$ cat src/rtl/dps_pkg.sv
package dps_pkg;
   localparam int FLAG_W = 8;
   localparam int FL_Z   = 6;
   localparam int FL_N   = 1;

   typedef enum logic [2:0] {
      ST_IDLE  = 3'd0,
      ST_SETUP = 3'd1,
      ST_RD    = 3'd2,
      ST_WR    = 3'd3,
      ST_UPD   = 3'd4
   } st_e;
endpackage

$ cat src/rtl/dps_ptr_step.sv
module dps_ptr_step #(
   parameter int ADDR_W  = 24,
   parameter int SHORT_W = 16
) (
   input  logic [ADDR_W-1:0] cur,
   input  logic              long_mode,
   output logic [ADDR_W-1:0] nxt
);
   localparam logic [ADDR_W-1:0]  ONE_F = 1;
   localparam logic [SHORT_W-1:0] ONE_S = 1;

   generate
      if (ADDR_W > SHORT_W) begin : g_split
         logic [ADDR_W-1:0]  full_dec;
         logic [SHORT_W-1:0] low_dec;
         always_comb begin
            full_dec = cur - ONE_F;
            low_dec  = cur[SHORT_W-1:0] - ONE_S;
            nxt      = long_mode ? full_dec : {cur[ADDR_W-1:SHORT_W], low_dec};
         end
      end else begin : g_flat
         logic unused_mode;
         assign unused_mode = long_mode;
         assign nxt = cur - ONE_F;
      end
   endgenerate
endmodule

$ cat src/rtl/dps_flag_upd.sv
module dps_flag_upd
   import dps_pkg::*;
(
   input  logic [FLAG_W-1:0] prev,
   input  logic              byte_msb,
   input  logic              cnt_zero,
   output logic [FLAG_W-1:0] nxt
);
   always_comb begin
      nxt       = prev;
      nxt[FL_Z] = cnt_zero;
      nxt[FL_N] = byte_msb;
   end
endmodule

$ cat src/rtl/dps_cyc_ctr.sv
module dps_cyc_ctr #(
   parameter int W = 18
) (
   input  logic         clk,
   input  logic         rst_n,
   input  logic         clr,
   input  logic         inc,
   output logic [W-1:0] q
);
   localparam logic [W-1:0] ONE = 1;

   always_ff @(posedge clk) begin
      if (!rst_n)   q <= '0;
      else if (clr) q <= '0;
      else if (inc) q <= q + ONE;
   end
endmodule

$ cat src/rtl/desc_port_streamer.sv
module desc_port_streamer
   import dps_pkg::*;
#(
   parameter int ADDR_W  = 24,
   parameter int SHORT_W = 16,
   parameter int PORT_W  = 16,
   parameter int CNT_W   = 16
) (
   input  logic                   clk,
   input  logic                   rst_n,
   input  logic                   start,
   input  logic [CNT_W-1:0]       count_i,
   input  logic [ADDR_W-1:0]      src_i,
   input  logic [PORT_W-1:0]      port_i,
   input  logic                   long_i,
   input  logic                   ovr_i,
   input  logic [7:0]             flags_i,
   output logic                   rd_valid,
   output logic [ADDR_W-1:0]      rd_addr,
   input  logic                   rd_ready,
   input  logic [7:0]             rd_data,
   output logic                   wr_valid,
   output logic [ADDR_W-1:0]      wr_addr,
   output logic [7:0]             wr_data,
   input  logic                   wr_ready,
   output logic                   busy,
   output logic                   done,
   output logic [CNT_W-1:0]       cnt_o,
   output logic [ADDR_W-1:0]      ptr_o,
   output logic [7:0]             flags_o,
   output logic [CNT_W+1:0]       cyc_o
);
   localparam int CYC_W = CNT_W + 2;
   localparam logic [CNT_W-1:0] CNT_ONE = 1;
   localparam logic [1:0] SETUP_STD = 2'd1;
   localparam logic [1:0] SETUP_OVR = 2'd2;
   localparam logic [FLAG_W-1:0] KEEP_MASK =
      ~((FLAG_W'(1) << FL_Z) | (FLAG_W'(1) << FL_N));

   initial begin
      assert (ADDR_W >= SHORT_W && ADDR_W >= PORT_W && CNT_W >= 2)
         else $error("desc_port_streamer: bad width parameters");
   end

   st_e                 state_q;
   logic [1:0]          setup_q;
   logic [CNT_W-1:0]    cnt_q;
   logic [ADDR_W-1:0]   ptr_q;
   logic [PORT_W-1:0]   port_q;
   logic                long_q;
   logic [FLAG_W-1:0]   flags_q;
   logic [7:0]          data_q;
   logic                done_q;

   logic [CNT_W-1:0]    cnt_dec;
   logic [ADDR_W-1:0]   ptr_nxt;
   logic [FLAG_W-1:0]   flags_nxt;
   logic                take_start;

   assign cnt_dec    = cnt_q - CNT_ONE;
   assign take_start = (state_q == ST_IDLE) && start;

   dps_ptr_step #(.ADDR_W(ADDR_W), .SHORT_W(SHORT_W)) u_ptr (
      .cur       (ptr_q),
      .long_mode (long_q),
      .nxt       (ptr_nxt)
   );

   dps_flag_upd u_flag (
      .prev     (flags_q),
      .byte_msb (data_q[7]),
      .cnt_zero (cnt_dec == '0),
      .nxt      (flags_nxt)
   );

   dps_cyc_ctr #(.W(CYC_W)) u_cyc (
      .clk   (clk),
      .rst_n (rst_n),
      .clr   (take_start),
      .inc   (state_q != ST_IDLE),
      .q     (cyc_o)
   );

   always_ff @(posedge clk) begin
      if (!rst_n) begin
         state_q <= ST_IDLE;
         setup_q <= '0;
         cnt_q   <= '0;
         ptr_q   <= '0;
         port_q  <= '0;
         long_q  <= 1'b0;
         flags_q <= '0;
         data_q  <= '0;
         done_q  <= 1'b0;
      end else begin
         done_q <= 1'b0;
         unique case (state_q)
            ST_IDLE: if (start) begin
               cnt_q   <= count_i;
               ptr_q   <= src_i;
               port_q  <= port_i;
               long_q  <= long_i;
               flags_q <= flags_i;
               setup_q <= ovr_i ? SETUP_OVR : SETUP_STD;
               state_q <= ST_SETUP;
            end
            ST_SETUP: begin
               if (setup_q == 2'd0) state_q <= ST_RD;
               else                 setup_q <= setup_q - 2'd1;
            end
            ST_RD: if (rd_ready) begin
               data_q  <= rd_data;
               state_q <= ST_WR;
            end
            ST_WR: if (wr_ready) state_q <= ST_UPD;
            ST_UPD: begin
               cnt_q   <= cnt_dec;
               ptr_q   <= ptr_nxt;
               flags_q <= flags_nxt;
               if (cnt_dec == '0) begin
                  state_q <= ST_IDLE;
                  done_q  <= 1'b1;
               end else begin
                  state_q <= ST_RD;
               end
            end
            default: state_q <= ST_IDLE;
         endcase
      end
   end

   generate
      if (ADDR_W > PORT_W) begin : g_port_pad
         assign wr_addr = {{(ADDR_W-PORT_W){1'b0}}, port_q};
      end else begin : g_port_flat
         assign wr_addr = port_q;
      end
   endgenerate

   assign rd_valid = (state_q == ST_RD);
   assign rd_addr  = ptr_q;
   assign wr_valid = (state_q == ST_WR);
   assign wr_data  = data_q;
   assign busy     = (state_q != ST_IDLE);
   assign done     = done_q;
   assign cnt_o    = cnt_q;
   assign ptr_o    = ptr_q;
   assign flags_o  = flags_q;

   // requests hold until accepted
   p_rd_hold_r11: assert property (@(posedge clk) disable iff (!rst_n)
      rd_valid && !rd_ready |=> rd_valid && $stable(rd_addr));
   p_wr_hold_r11: assert property (@(posedge clk) disable iff (!rst_n)
      wr_valid && !wr_ready |=> wr_valid && $stable(wr_addr) && $stable(wr_data));
   // port address fixed during a transfer
   p_port_fixed_r5: assert property (@(posedge clk) disable iff (!rst_n)
      busy && $past(busy) |-> $stable(wr_addr[PORT_W-1:0]));
   // count only ever steps down by one while running
   p_cnt_step_r6: assert property (@(posedge clk) disable iff (!rst_n)
      busy && $past(busy) && !$stable(cnt_o) |-> cnt_o == $past(cnt_o) - CNT_ONE);
   // completion leaves zero count and zero flag
   p_done_zero_r8: assert property (@(posedge clk) disable iff (!rst_n)
      done |-> cnt_o == '0 && flags_o[FL_Z]);
   // untouched flag bits keep their loaded value
   p_flag_keep_r9: assert property (@(posedge clk) disable iff (!rst_n)
      busy && $past(busy) |-> (flags_o & KEEP_MASK) == ($past(flags_o) & KEEP_MASK));
   // done is a single pulse with busy low
   p_done_pulse_r2: assert property (@(posedge clk) disable iff (!rst_n)
      done |-> !busy ##1 !done);

   generate
      if (ADDR_W > SHORT_W) begin : g_chk_short
         // short mode holds the upper pointer bits
         p_short_upper_r7: assert property (@(posedge clk) disable iff (!rst_n)
            busy && $past(busy) && !long_q |->
               ptr_o[ADDR_W-1:SHORT_W] == $past(ptr_o[ADDR_W-1:SHORT_W]));
      end
   endgenerate
endmodule

$ cat config.mk
export PLATFORM = sky130hd
export DESIGN_NAME = desc_port_streamer
export DESIGN_NICKNAME = d
export VERILOG_FILES = /design/src/rtl/dps_pkg.sv /design/src/rtl/dps_ptr_step.sv /design/src/rtl/dps_flag_upd.sv /design/src/rtl/dps_cyc_ctr.sv /design/src/rtl/desc_port_streamer.sv
export SDC_FILE = /design/constraint.sdc
export NUM_CORES = 1
export LEC_CHECK = 0
export CORE_MARGIN = 10
export CORE_UTILIZATION = 35
export CTS_BUF_LIST = sky130_fd_sc_hd__clkbuf_4
export DETAILED_ROUTE_END_ITERATION = 16
export PLACE_DENSITY = 0.68
export SYNTH_ARGS = -nofsm -noshare
export SYNTH_HDL_FRONTEND = slang
export SYNTH_SLANG_ARGS = --single-unit
$ cat constraint.sdc
create_clock -name clk -period 3 [get_ports clk]
set_clock_uncertainty 0.2 [all_clocks]
set_input_delay 0.6 -clock clk [delete_from_list [all_inputs] [get_ports clk]]
set_output_delay 0.6 -clock clk [all_outputs]
set_load 0.1 [all_outputs]
==> results of run 1 <==
-- Yosys cell counts (8+ instances only) --
cell type   n  area, sq um
a21oi_1    63          315
buf_4      34          255
clkbuf_1   29          109
dfxtp_1    97         1940
inv_1      11         41.3
mux2i_1    11          110
nand2_1    91          342
nand3_1    21          105
nand4_1     8         50.1
nor2_1     66          248
nor3_1     22          110
nor4_1      8         50.1
o211ai_1    9         67.6
o21ai_0    13         65.1
xnor2_1     9         78.8
xor2_1      9         78.8
-- worst paths after layout --
| path | from | endpoint | slack, ps | cells past startpoint |
|---|---|---|---|---|
| setup reg to reg | ptr_o[9] | ptr_o[19] | 350 | 5 |
| hold reg to reg | port_q[7] | port_q[7] | 270 | 2 |
| hold / removal | port_q[7] | port_q[7] | 270 | 2 |
| setup / recovery | ptr_o[9] | ptr_o[19] | 350 | 5 |
-- area by class of cell --
class | instances | area (sq um) | area share (%)
diodes | 1 | 2.50 | 0.0380
clock buffers | 10 | 75.1 | 1.14
well taps | 176 | 220 | 3.34
repair buffers | 209 | 1790 | 27.1
multi-input cells | 435 | 2460 | 37.4
clock inverters | 6 | 58.8 | 0.892
flip-flops and latches | 97 | 1940 | 29.5
inverters | 11 | 41.3 | 0.626
-- through the flow --
| stage | util (%) | instances | power [uW] |
|---|---|---|---|
| CTS | 49.4 | 944 | 5370 |
| floorplan | - | 611 | 4020 |
| global placement | 48.4 | 928 | 4600 |
| global route | 49.4 | 944 | 5590 |
| detailed placement | 48.4 | 928 | 4640 |
| finish | 49.4 | 945 | 5320 |
-- state kept, by name, indices dropped and copies added, names as in the netlist --
name / flops
long_q: 1
state_q: 3
u_cyc.q: 18
port_q: 16
flags_o: 8
ptr_o: 24
cnt_o: 16
wr_data: 8
setup_q: 2
done: 1
-- where the power goes --
group | internal (uW) | leakage, uW | total (uW) | switching (uW)
Combinational | 716 | 0.00177 | 2950 | 2230
Clock | 258 | 0.0000698 | 717 | 459
Sequential | 1450 | 0.000792 | 1660 | 207
-- layer usage --
metal	global-route usage [%]	vias up	wire, um	share of wire (%)
met5	0	-	0	0
met4	4.39	0	112	0.69
met3	7.73	10	1730	11
met2	28.3	160	8020	49
met1	18.2	2295	6380	39
li1	-	2415	-	-
-- tightest hold or removal path: cells and delay by family (launching register included) --
kind | cells | cell delay [ps]
DFF | 1 | 340
and+or+nand+nor | 1 | 50
AOI/OAI and AO/OA | 1 | 50
-- kinds of logic (layout without fill, tap and decap cells) --
family / after synthesis / in the layout / synth area share (%)
AND/OR/NAND/NOR: 261 / 261 / 25.9
AO/OA/AOI/OAI: 130 / 130 / 17.0
flip-flops: 97 / 97 / 40.4
buffers and inverters: 79 / 236 / 9.15
XOR/XNOR: 18 / 18 / 3.28
multiplexers: 13 / 13 / 2.76
adder cells (fa/ha/maj): 5 / 5 / 1.30
other: 1 / 9 / 0.0781
==> results.yml, run 1 <==
clock_network:
  clockBufferDepth: 2
  clock_latency_ps: 470
  cts_tree: "done"
  path_clk_slew_ps: 160
  cts-buffers-inserted: 9
  cts_hold_buf: 0
  root_buffer: "clkbuf_4"
  cts.htree.levels: 3
  cts-resized-gates: 0
  cts_sinks: 97
  cts_setup_buffers: 0
placed_design:
  port_buffers: 196
  hpwl_um: 12400
  postPlaceCellArea_sq_mm: 0.00646
  dpl_worst_slack_ps: 150
  routabilityCongestion: 0.893
logic_synthesis:
  synth-main-ff-cell: "dfxtp_1"
  syn_inst: 604
  ys_seq_elements: 97
  yosysSeqAreaShare_pct: 40.4
  ys_types: 59
  syn_area_per_cell_sq_um: 7.95
  ys_warn_count: 0
  async_reset_ff_share_pct: 0
  synth_edf_count: 0
  synth.cell_area_sq_mm: 0.00480
timing:
  finalCritPeriodShare_pct: 88.2
  hold_violations: 0
  clock.fmax_mhz: 378
  whs_ps: 268
  setup_tns_ps: 0
  finalSetupViolations: 0
  rsz0062_at_grt: "false"
  tightest_slew_ps: 713
  maxSlewHeadroom_pct: 52.1
  period_needed_ps: 2650
  setup_ws_ps: 354
  drv_slew: 0
power_and_ir_drop:
  vdd_drop_max_uv: 365
  powerDensity_mw_per_mm2: 807
  power_leakage_uw: 0.00264
worst_setup_path:
  cp_max_fo: 9
  critPathArrivalTime_ps: 2810
  cp_top_family: "simple AND/OR/NAND/NOR gates"
  path_cells: "or4_4, or3_1, or3_4, o311a_1, o21a_1"
  critPathRequiredTime_ps: 3170
  cp-start-kind: "flip-flop"
  worstSetupPathType: "flip-flop to flip-flop"
  critPathMaxStageDelay_ps: 570
  slowest_stage: "or4_4"
  cp-end-kind: "flip-flop"
  critPathBufInv: 0
die:
  die_area_sq_mm: 0.0188
  io_pins: 205
  core-area_sq_mm: 0.0133
  die_h_um: 137
  rows: 42
  start_util_pct: 36.0
  die_x_um: 137
routing:
  ant_nets: 0
  wire_per_inst_um: 17.2
  wl_um: 16200
  vias_per_cell: 5.16
  dr.pass1.iters: 5
  drc: 0
  dr.first_iter.drc_count: 278
  via_count: 4880
cells_and_area:
  final_cell_mix: "129 x buf_4, 97 x dfxtp_1, 91 x nand2_1"
  mostFrequentLayoutCell: "buf_4"
  nets: 847
  area_growth_pct: 37.3
  fillCellCount: 1321
  final_cell_area_sq_mm: 0.00659
  drive_gt1_share_pct: 21.2
job:
  maxCapViolations: 0
global_route:
  antenna_found_initial: 1
  grt_pass1_vias: 4895
  grt.total_usage_pct: 16.6
  grt_first_pass_wirelength_um: 25200
  grt_overflow: 0
  grt_max_degree: 38
worst_hold_path:
  hold_class: "flip-flop to flip-flop"
outcome:
  outcome: "completed"
Note: power is estimated with default switching activity, not from simulation.
==> run 2: changes to the inputs <==
CORE_MARGIN = default   (was 10)
CORE_UTILIZATION = 44   (was 35)
PLACE_DENSITY = 0.83   (was 0.68)
==> run 2 against run 1 <==
Net effect: global-route usage rose by 8.1 points; final cell count fell by 4.3%; flip-flop and latch count did not move; register-to-register slack got worse by 20 ps; die area fell by 40%; largest power group unchanged; worst setup slack got worse by 15 ps; total power barely moved; wire length fell by 14%.
==> results.yml, run 2 (same netlist as run 1, synthesis figures left out) <==
timing:
  clock.fmax_mhz: 376
  setup_tns_ps: 0
  maxSlewHeadroom_pct: 54.5
  drv_slew: 0
  whs_ps: 270
  hold_violations: 0
  rsz0062_at_grt: "false"
  finalSetupViolations: 0
  finalCritPeriodShare_pct: 88.7
  period_needed_ps: 2660
  tightest_slew_ps: 677
worst_setup_path:
  worstReg2RegEnd: "ptr_o[23]"
  critPathRequiredTime_ps: 3160
  critPathMaxStageDelay_ps: 640
  critPathBufInv: 0
  worstSetupStartpoint: "ptr_o[16]"
  worstSetupPathType: "flip-flop to flip-flop"
  reg2reg_from: "ptr_o[16]"
  slowest_stage: "or4_1"
  crit_end: "ptr_o[23]"
  critPathArrivalTime_ps: 2820
  path_cells: "or4_1, or4_1, nor4_1, mux2_2, nor3_1"
  cp_max_fo: 7
  crit_cells: 5
  rr_worst_depth: 5
  cp-start-kind: "flip-flop"
  cp_top_family: "simple AND/OR/NAND/NOR gates"
  r2r_slack_ps: 340
  cp-end-kind: "flip-flop"
  crit_top_cell: "or4_1"
routing:
  wl_um: 13900
  via_count: 4954
  ant_nets: 0
  wire_per_inst_um: 15.4
  vias_per_cell: 5.48
  dr.pass1.iters: 5
  dr.first_iter.drc_count: 288
  drc: 0
global_route:
  grt_first_pass_wirelength_um: 22800
  grt_max_degree: 58
  grt_pass1_vias: 4743
  grt_overflow: 0
  grt.total_usage_pct: 24.7
  antenna_found_initial: 0
clock_network:
  clock_latency_ps: 450
  cts_sinks: 97
  cts-resized-gates: 0
  cts-buffers-inserted: 9
  cts_setup_buffers: 0
  path_clk_slew_ps: 160
  cts_hold_buf: 0
  cts_tree: "done"
  clockBufferDepth: 2
  root_buffer: "clkbuf_4"
  cts.htree.levels: 3
placed_design:
  routabilityCongestion: 0.861
  hpwl_um: 10100
  port_buffers: 196
  placed_cells: 888
die:
  start_util_pct: 45.9
  die_area_sq_mm: 0.0113
  die_x_um: 106
  die_h_um: 106
  core-area_sq_mm: 0.0105
  io_pins: 205
  rows: 37
job:
  maxCapViolations: 0
power_and_ir_drop:
  power_leakage_uw: 0.00265
  p_int_uw: 2440
  p_sw_uw: 2880
  swShare_pct: 54.1
  clkPwrFrac_pct: 13.4
  powerDensity_mw_per_mm2: 811
  vdd_drop_max_uv: 498
  p_comb_share_pct: 55.4
  power_frac_seq_pct: 31.2
cells_and_area:
  final_cells: 904
  antenna_cells: 0
  area_growth_pct: 36.8
  multiInputGateArea_sq_mm: 0.00246
  final_cell_mix: "127 x buf_4, 97 x dfxtp_1, 91 x nand2_1"
  largest_reg_flops: 24
  regArea_sq_mm: 0.00194
  drive_gt1_share_pct: 21.4
  mostFrequentLayoutCell: "buf_4"
  fillCellCount: 894
  nets: 847
outcome:
  outcome: "completed"
worst_hold_path:
  hold_class: "flip-flop to flip-flop"
[run 2: cell types whose count changed in the layout (fill, tap and decap cells not counted)]
cell,previous run,this run
clkinv_4,0,1
buf_12,2,4
clkinvlp_4,2,1
clkinv_2,2,3
diode_2,1,0
clkinv_1,1,0
inv_6,0,1
buf_4,129,127
clkbuf_4,10,9
[run 2: worst min-delay path by stage]
stage,to,slack (ps),from,cells after the start
floorplan,setup_q[0],230,setup_q[0],1
global placement,setup_q[0],240,setup_q[0],1
detailed placement,port_q[10],250,port_q[10],2
CTS,port_q[0],270,port_q[0],2
global route,port_q[4],290,port_q[4],2
finish,flags_o[4],270,flags_o[4],2
[run 2: metrics by stage]
step / setup WS, ps / utilization [%] / area [sq um] / total power (uW)
after floorplan: 26.6 / - / 4840 / 4020
after global placement: 203 / 61.5 / 6430 / 4580
after detailed placement: 150 / 61.5 / 6430 / 4630
after CTS: 316 / 62.8 / 6570 / 5350
after global routing: 222 / 62.8 / 6570 / 5590
final: 338 / 62.8 / 6570 / 5320
[run 2: per-layer routing]
layer,GRT usage (%),up-vias,routed length (um)
met5,0,-,0
met4,7.05,0,213
met3,5.82,20,1010
met2,41.5,206,6930
met1,31.5,2313,5790
li1,-,2415,-
[run 2: cell type report]
type | count | area share, %
tap | 136 | 2.59
clock inverter | 7 | 1.07
multi-input combinational | 435 | 37.5
clock buffer | 9 | 1.03
sequential | 97 | 29.6
timing repair buffer | 209 | 27.6
inverter | 11 | 0.629
[run 2: power by group through the flow]
stage                     clock (uW)  sequential, uW  combinational (uW)
final                            713            1660                2950
after detailed placement           0            1690                2950
after global routing             792            1690                3100
after CTS                        735            1660                2960
after global placement             0            1670                2910
after floorplan                    0            2630                1390
[run 2: worst register-to-register path, cell delays in order, from the launching register on]
cell and delay (ps):
dfxtp_1 400, or4_1 640, or4_1 480, nor4_1 380
mux2_2 380, nor3_1 110
